## config.mk

```make
export PLATFORM = sky130hd
export DESIGN_NAME = irq_pulse_mgr
export DESIGN_NICKNAME = d
export VERILOG_FILES = /design/src/rtl/irq_pkg.sv /design/src/rtl/irq_edge_detect.sv /design/src/rtl/irq_flag_bank.sv /design/src/rtl/irq_trigger_gate.sv /design/src/rtl/irq_pulse_fsm.sv /design/src/rtl/irq_pulse_mgr.sv
export SDC_FILE = /design/constraint.sdc
export NUM_CORES = 1
export LEC_CHECK = 0
export ABC_AREA = 1
export BUFFER_PORTS_ARGS = -buffer_cell sky130_fd_sc_hd__buf_2
export CAP_MARGIN = 5
export CORE_MARGIN = 8
export CORE_UTILIZATION = 50
export DETAILED_ROUTE_END_ITERATION = 12
export PLACE_DENSITY = 0.8
export RECOVER_POWER = 100
export SLEW_MARGIN = 0
export SYNTH_ARGS = -nofsm -noshare
export SYNTH_HDL_FRONTEND = slang
export SYNTH_SLANG_ARGS = --single-unit
```

## constraint.sdc

```tcl
create_clock -name clk -period 3.2 [get_ports clk]
set_clock_uncertainty 0.05 [all_clocks]
set_input_delay 0.16 -clock clk [delete_from_list [all_inputs] [get_ports clk]]
set_output_delay 0.16 -clock clk [all_outputs]
set_load 0.02 [all_outputs]
```

## src/rtl/irq_pkg.sv

```systemverilog
package irq_pkg;

   typedef enum logic [1:0] {
      PS_IDLE  = 2'd0,
      PS_DRIVE = 2'd1,
      PS_GAP   = 2'd2
   } pulse_state_e;

endpackage

```

## src/rtl/irq_edge_detect.sv

```systemverilog
module irq_edge_detect #(
   parameter int N_EVT = 8
) (
   input  logic             clk,
   input  logic             rst_n,
   input  logic [N_EVT-1:0] status_i,
   output logic [N_EVT-1:0] rise_o
);

   logic [N_EVT-1:0] prev_q;

   always_ff @(posedge clk or negedge rst_n) begin
      if (!rst_n) prev_q <= '0;
      else        prev_q <= status_i;
   end

   assign rise_o = status_i & ~prev_q;

endmodule

```

## src/rtl/irq_flag_bank.sv

```systemverilog
module irq_flag_bank #(
   parameter int               N_EVT     = 8,
   parameter logic [N_EVT-1:0] HOLD_MASK = 1
) (
   input  logic             clk,
   input  logic             rst_n,
   input  logic [N_EVT-1:0] status_i,
   input  logic [N_EVT-1:0] rise_i,
   input  logic             rd_i,
   output logic [N_EVT-1:0] flags_o
);

   logic [N_EVT-1:0] flag_q;
   logic [N_EVT-1:0] clr;

   for (genvar i = 0; i < N_EVT; i++) begin : g_bit
      if (HOLD_MASK[i]) begin : g_held
         assign clr[i] = rd_i & ~status_i[i];
      end else begin : g_plain
         assign clr[i] = rd_i;
      end

      always_ff @(posedge clk or negedge rst_n) begin
         if (!rst_n) flag_q[i] <= 1'b0;
         else        flag_q[i] <= (flag_q[i] & ~clr[i]) | rise_i[i];
      end
   end

   assign flags_o = flag_q;

endmodule

```

## src/rtl/irq_trigger_gate.sv

```systemverilog
module irq_trigger_gate #(
   parameter int N_EVT   = 8,
   parameter int RDY_IDX = 3
) (
   input  logic [N_EVT-1:0] rise_i,
   input  logic [N_EVT-1:0] mask_i,
   input  logic             global_mask_i,
   input  logic             startup_done_i,
   input  logic             vin_present_i,
   output logic             trig_o
);

   logic [N_EVT-1:0] quiet;

   if (RDY_IDX < N_EVT) begin : g_rdy
      always_comb begin
         quiet          = '0;
         quiet[RDY_IDX] = vin_present_i;
      end
   end else begin : g_nordy
      assign quiet = '0;
   end

   assign trig_o = (|(rise_i & ~mask_i & ~quiet)) & ~global_mask_i & startup_done_i;

endmodule

```

## src/rtl/irq_pulse_fsm.sv

```systemverilog
module irq_pulse_fsm
   import irq_pkg::*;
#(
   parameter int PULSE_CYC = 128
) (
   input  logic         clk,
   input  logic         rst_n,
   input  logic         trig_i,
   output logic         drive_o,
   output pulse_state_e state_o
);

   localparam int CW = $clog2(PULSE_CYC + 1);
   localparam logic [CW-1:0] LAST = CW'(PULSE_CYC - 1);

   pulse_state_e state_q;
   logic [CW-1:0] cnt_q;
   logic          pend_q;

   always_ff @(posedge clk or negedge rst_n) begin
      if (!rst_n) begin
         state_q <= PS_IDLE;
         cnt_q   <= '0;
         pend_q  <= 1'b0;
      end else begin
         case (state_q)
            PS_IDLE: begin
               cnt_q <= '0;
               if (trig_i) state_q <= PS_DRIVE;
            end
            PS_DRIVE: begin
               if (trig_i) pend_q <= 1'b1;
               if (cnt_q == LAST) begin
                  state_q <= PS_GAP;
                  cnt_q   <= '0;
               end else begin
                  cnt_q <= cnt_q + 1'b1;
               end
            end
            PS_GAP: begin
               if (cnt_q == LAST) begin
                  cnt_q   <= '0;
                  pend_q  <= 1'b0;
                  state_q <= (pend_q || trig_i) ? PS_DRIVE : PS_IDLE;
               end else begin
                  cnt_q <= cnt_q + 1'b1;
                  if (trig_i) pend_q <= 1'b1;
               end
            end
            default: begin
               state_q <= PS_IDLE;
               cnt_q   <= '0;
               pend_q  <= 1'b0;
            end
         endcase
      end
   end

   assign drive_o = (state_q == PS_DRIVE);
   assign state_o = state_q;

endmodule

```

## src/rtl/irq_pulse_mgr.sv

```systemverilog
module irq_pulse_mgr
   import irq_pkg::*;
#(
   parameter int               N_EVT     = 8,
   parameter int               CLK_MHZ   = 1,
   parameter int               PULSE_US  = 128,
   parameter logic [N_EVT-1:0] HOLD_MASK = 1,
   parameter int               RDY_IDX   = 3
) (
   input  logic             clk,
   input  logic             rst_n,
   input  logic [N_EVT-1:0] evt_status,
   input  logic [N_EVT-1:0] evt_mask,
   input  logic             global_mask,
   input  logic             startup_done,
   input  logic             vin_present,
   input  logic             flag_rd,
   output logic [N_EVT-1:0] flags_o,
   output logic             int_drive_en,
   output logic [1:0]       pulse_state
);

   localparam int PULSE_CYC = CLK_MHZ * PULSE_US;

   if (N_EVT < 1 || N_EVT > 32) begin : g_bad_n
      $error("irq_pulse_mgr: N_EVT out of range");
   end
   if (PULSE_CYC < 2) begin : g_bad_len
      $error("irq_pulse_mgr: pulse shorter than two cycles");
   end

   logic [N_EVT-1:0] rise_w;
   logic             trig_w;
   pulse_state_e     st_w;

   irq_edge_detect #(.N_EVT(N_EVT)) u_edge (
      .clk      (clk),
      .rst_n    (rst_n),
      .status_i (evt_status),
      .rise_o   (rise_w)
   );

   irq_flag_bank #(.N_EVT(N_EVT), .HOLD_MASK(HOLD_MASK)) u_flags (
      .clk      (clk),
      .rst_n    (rst_n),
      .status_i (evt_status),
      .rise_i   (rise_w),
      .rd_i     (flag_rd),
      .flags_o  (flags_o)
   );

   irq_trigger_gate #(.N_EVT(N_EVT), .RDY_IDX(RDY_IDX)) u_gate (
      .rise_i         (rise_w),
      .mask_i         (evt_mask),
      .global_mask_i  (global_mask),
      .startup_done_i (startup_done),
      .vin_present_i  (vin_present),
      .trig_o         (trig_w)
   );

   irq_pulse_fsm #(.PULSE_CYC(PULSE_CYC)) u_fsm (
      .clk     (clk),
      .rst_n   (rst_n),
      .trig_i  (trig_w),
      .drive_o (int_drive_en),
      .state_o (st_w)
   );

   assign pulse_state = st_w;

endmodule

```

; ---- After elaboration in Yosys (flattened, before gate mapping)
; Cells that the tools add are included.
[classes]
addsub = 1
eq_ne = 6
mux = 10
bitwise = 29
n_reduce_logical = 5
[op_table]
columns = cell, count
row1 = 8-bit bitwise AND, 3
row2 = 8-bit 2-to-1 mux, 2
row3 = 8-bit inverter, 2
row4 = 1-bit bitwise AND, 11
row5 = "8-bit by 1-bit adder with 8-bit output, second input constant", 1
row6 = "8-bit by 7-bit == test with 1-bit output, second input constant", 1
row7 = 4-bit inverter with 8-bit output, 1
row8 = 1-bit bitwise OR, 8
row9 = 8-bit OR reduction, 1
row10 = 2-bit 2-to-1 mux, 3
row11 = "2-bit by 1-bit != test with 1-bit output, second input constant", 3
row12 = 2-bit case mux with 3 select lines, 1
row13 = 1-bit inverter, 4
row14 = 1-bit 2-to-1 mux, 3
row15 = 1-bit case mux with 3 select lines, 1
row16 = 3-bit AND reduction, 1
row17 = "2-bit by 1-bit == test with 1-bit output, second input constant", 1
row18 = "2-bit == test, second input constant", 1
row19 = 2-bit zero test, 1
row20 = 2-bit OR reduction, 1
row21 = 1-bit logical OR, 1
[word_totals]
reg_bits = 27
in_bits = 22
output_inout_bits = 11
word_cells = 63

; ---- Logic depth before layout (Yosys ltp)
[logic_depth]
ltp_word = 11
ltp_mapped = 12
mapped_depth_nobuf = 12

; ---- Modules after synthesis
; Synthesis repeated with hierarchy kept, for this count alone.
[hier_totals]
cells_unflattened = 152
hier_area_um2 = 1322.5
[modules_own_cells]
columns = module, instances, cells_per_inst, area_per_inst_um2, seq_area_each_um2
row1 = irq_pulse_fsm, 1, 76, 635.6, 275.3
row2 = irq_flag_bank, 1, 28, 311.5, 200.2
row3 = irq_edge_detect, 1, 24, 280.3, 200.2
row4 = irq_trigger_gate, 1, 24, 95.1, 0.0

; ---- Least setup slack after synthesis
; Ideal clock, no wire load.
[synth_timing]
path_kind = register to register
start = reg u_fsm.state_q[1] (netlist: u_fsm.state_o[1])
end = reg u_fsm.state_q[1] (netlist: u_fsm.state_o[1])
setup_ns = 0.121
arrival_ns = 1.200
required_ns = 3.029
path_slack_ns = 1.829
stages_incl_launch_ff = 7
path_buffers = 0
period_less_slack_ns = 1.371
path_cell_list = dfrtp_1 -> inv_1 -> ha_1 -> o21ai_2 -> nand2_2 -> nand2_1 -> o21ai_1
[synth_between]
elab_chain_len = 3
[synth_rtl]
columns = element, line_no
row1 = from (decl), irq_pulse_fsm.sv:16  ; pulse_state_e state_q;
row2 = from (signal assigned), irq_pulse_fsm.sv:44  ; state_q <= (pend_q || trig_i) ? PS_DRIVE : PS_IDLE;
row3 = 2-bit by 1-bit == test with 1-bit output (*), -
row4 = net int_drive_en, irq_pulse_mgr.sv:19  ; output logic int_drive_en,
row5 = 2-bit by 1-bit != test with 1-bit output (no source line), -
row6 = 3-bit AND reduction (no source line), -
; The timed path passes the listed nets; every way through them passes the cells marked *.
; A chain may end at the register's enable or synchronous reset.

; ---- Worst setup path after layout
[layout_timing]
start = reg u_fsm.cnt_q[0]
end = reg u_fsm.cnt_q[7]
[layout_between]
elab_chain_len = 3
[layout_rtl]
columns = element, line_no
row1 = from (decl), irq_pulse_fsm.sv:17  ; logic [CW-1:0] cnt_q;
row2 = from (signal assigned), irq_pulse_fsm.sv:37  ; cnt_q <= cnt_q + 1'b1;
row3 = from (signal assigned), irq_pulse_fsm.sv:46  ; cnt_q <= cnt_q + 1'b1;
row4 = 8-bit by 1-bit adder with 8-bit output / 8-bit by 7-bit == test with 1-bit output (equally long branches), -
row5 = 8-bit 2-to-1 mux (*), "irq_pulse_fsm.sv:33, irq_pulse_fsm.sv:41"
row6 = 8-bit 2-to-1 mux (*), -
; Every way passes the cells marked *; elsewhere a longest branch is shown, timed or not.

==> impl_metrics.yaml <==
run_status:
  outcome: "complete, no violations"
cts:
  numCtsBuffers: 3
  cts-root-buf: "clkbuf_4"
  cts_buffer_depth: 2
  clk_pin_slew_ns: 0.14
  cts_tree: "yes"
  cts_sinks: 27
  post-cts-setup-buffers: 0
  cts_max_level: 1
  clk_latency_ns: 0.33
placement:
  place_hpwl_mm: 1.88
  dpl-instance-area_sq_um: 1390
  gp_congestion: 0.831
  place_inst: 185
  port_buffers: 32
synthesis:
  synth_area_leaders: "dfrtp_1, nand2_1, inv_1"
  synth_area_sq_um: 1200
  syn-num-nets: 152
  synth-seq-cells: 27
  synth_cell_types: 19
  avgSynthCellArea_sq_um: 9.57
  synth_top_area_share_pct: 56.5
  syn_inst: 125
  yosys.area.top_type: "dfrtp_1"
  ys_warn_count: 0
  yosysSeqAreaShare_pct: 56.5
setup_path:
  path_buf_inv: 0
  worst_ep_required_time_ns: 3.37
  cpLargestDelayFamily: "compound AO/OA/AOI/OAI gates"
  path_cells: "ha_1 -> nand3_1 -> nor2_1 -> nand2_1 -> o21ai_0 -> nor2_1"
  worstSetupPathType: "flip-flop to flip-flop"
  slowest_stage: "o21ai_0"
  start_kind: "flip-flop"
  max_stage_delay_ns: 0.44
  cp_common_cell: "nor2_1"
  crit_fanout: 5
  crit_arrival_ns: 1.82
  cp-end-kind: "flip-flop"
final_layout:
  final_util_pct: 66.2
  drive_above_1_share_pct: 12.4
  fin_area_sq_um: 1480
  syn2layout_area_growth_pct: 23.6
  nets: 198
  layout_common_cells: "dfrtp_1, nand2_1, inv_1"
  antenna_cells: 0
  layout.cells.non_filler: 198
  final_common_cell: "dfrtp_1"
drt:
  route.detailed.drc: 0
  drtAntennaViolNets: 0
  drt_first_iter_violations: 18
  viasPerCell: 4.75
  drt_pass1_iterations: 4
  drt_wl_total_mm: 2.42
  vias: 941
  wl_per_cell_um: 12.2
floorplan:
  core_sq_um: 2230
  start_util_pct: 53.6
  row_count: 17
  die_y_um: 64.9
  io_pins: 33
  die_x_um: 64.9
  die-area_sq_um: 4210
power_and_ir_drop:
  peakVddDrop_mv: 0.472
  power_w: 0.000840
  p_leak_nw: 0.763
  power_per_cell_area_nw_per_um2: 568
global_routing:
  grt_first_pass_wirelength_mm: 4.44
  grt_max_degree: 28
  antenna_found_initial: 0
  grt_usage_pct: 12.8
  overflow: 0
  grt_pass1_vias: 1041
sta:
  hold_viol_final: 0
  finalSetupViolCount: 0
  fin_setup_tns_ns: 0
  slew-limit-headroom_pct: 10.1
  rsz0062_at_grt: "false"
  period_minus_slack_ns: 1.66
  min_period_over_period_pct: 51.8
  fmax_mhz: 604
  worst_pin_slew_ns: 1.35
  drv_slew: 0
worst_hold_path:
  hp-class: "primary input to flip-flop"
job:
  drv_cap: 0
## layout make-up
class,instances,area [sq um]
fill,195,754
sequential,27,676
multi-input combinational,77,435
timing repair buffer,41,226
inverter,21,78.8
tap,28,35.0
clock buffer,3,22.5
clock inverter,1,5.00
## synthesized netlist by cell type
master and instances:
o21ai_0 5, nor2_2 1, nand3_1 5, inv_1 21, o21ai_1 1, nand3b_1 4
xnor2_1 1, a21oi_1 2, nand2_1 24, xor2_1 2, nor3_1 1, o21ai_2 2
ha_1 5, nor2_1 13, dfrtp_1 27, nor3b_2 1, nand2_2 2, nand4_1 2
a22o_1 6
## registers in the layout, summed over array words and instances, names as in the netlist
name / count
u_edge.prev_q: 8
u_flags.flags_o: 8
u_fsm.cnt_q: 8
u_fsm.pend_q: 1
u_fsm.state_o: 2
## what timing repair did
| action | in CTS | in global routing |
|---|---|---|
| gates resized for setup | 0 | 0 |
| hold buffers | 9 | 0 |
| hold endpoints to repair | 35 | 0 |
## path summary, 6_finish.rpt
check | startpoint | endpoint | slack, ns | depth (start not counted)
worst max-delay path | u_fsm.cnt_q[0]$_DFF_PN0_ | u_fsm.cnt_q[7]$_DFF_PN0_ | 1.54 | 6
worst min-delay path | flag_rd | u_flags.flags_o[3]$_DFF_PN0_ | 0.15 | 4
worst max register to register | u_fsm.cnt_q[0]$_DFF_PN0_ | u_fsm.cnt_q[7]$_DFF_PN0_ | 1.54 | 6
worst min register to register | u_edge.prev_q[3]$_DFF_PN0_ | u_flags.flags_o[3]$_DFF_PN0_ | 0.45 | 1
max in group asynchronous | rst_n | u_edge.prev_q[1]$_DFF_PN0_ | 1.73 | 2
min in group asynchronous | rst_n | u_flags.flags_o[4]$_DFF_PN0_ | 0.59 | 2
## per-stage QoR
stage,hold slack (ns),worst slack [ns]
3_3_place_gp,0.137,1.88
3_5_place_dp,0.139,1.81
5_1_grt,0.196,1.36
6_report,0.153,1.54
4_1_cts,0.151,1.71
2_1_floorplan,-0.186,1.83
## where the power goes
part	total [W]	internal, W	switching [W]
registers	0.000418	0.000383	0.0000357
clock network	0.000147	0.0000470	0.000100
logic	0.000275	0.0000972	0.000177
## metal layers
| layer | vias up | wire length (um) | track usage (%) |
|---|---|---|---|
| met5 | - | 0 | 0 |
| met4 | 0 | 21 | 3.54 |
| met3 | 2 | 116 | 4.64 |
| met2 | 17 | 1220 | 22.5 |
| met1 | 435 | 1060 | 14.4 |
| li1 | 487 | - | - |
## cells by family (layout without fill, tap and decap cells)
family | Yosys count | in the layout | synth area share (%)
buffers and inverters | 21 | 66 | 6.59
AND/OR/NAND/NOR | 53 | 53 | 20.3
flip-flops | 27 | 27 | 56.5
AO/OA/AOI/OAI | 16 | 16 | 9.20
XOR/XNOR | 3 | 3 | 2.20
adder cells (fa/ha/maj) | 5 | 5 | 5.23
## worst reg2reg max path: cells and delay by family (launching register included)
family	cells	cell delay, ns
compound gates	1	0.44
fa+ha+maj	1	0.20
flops	1	0.42
simple gates	4	0.42
Power figures use the tool's default switching activity.
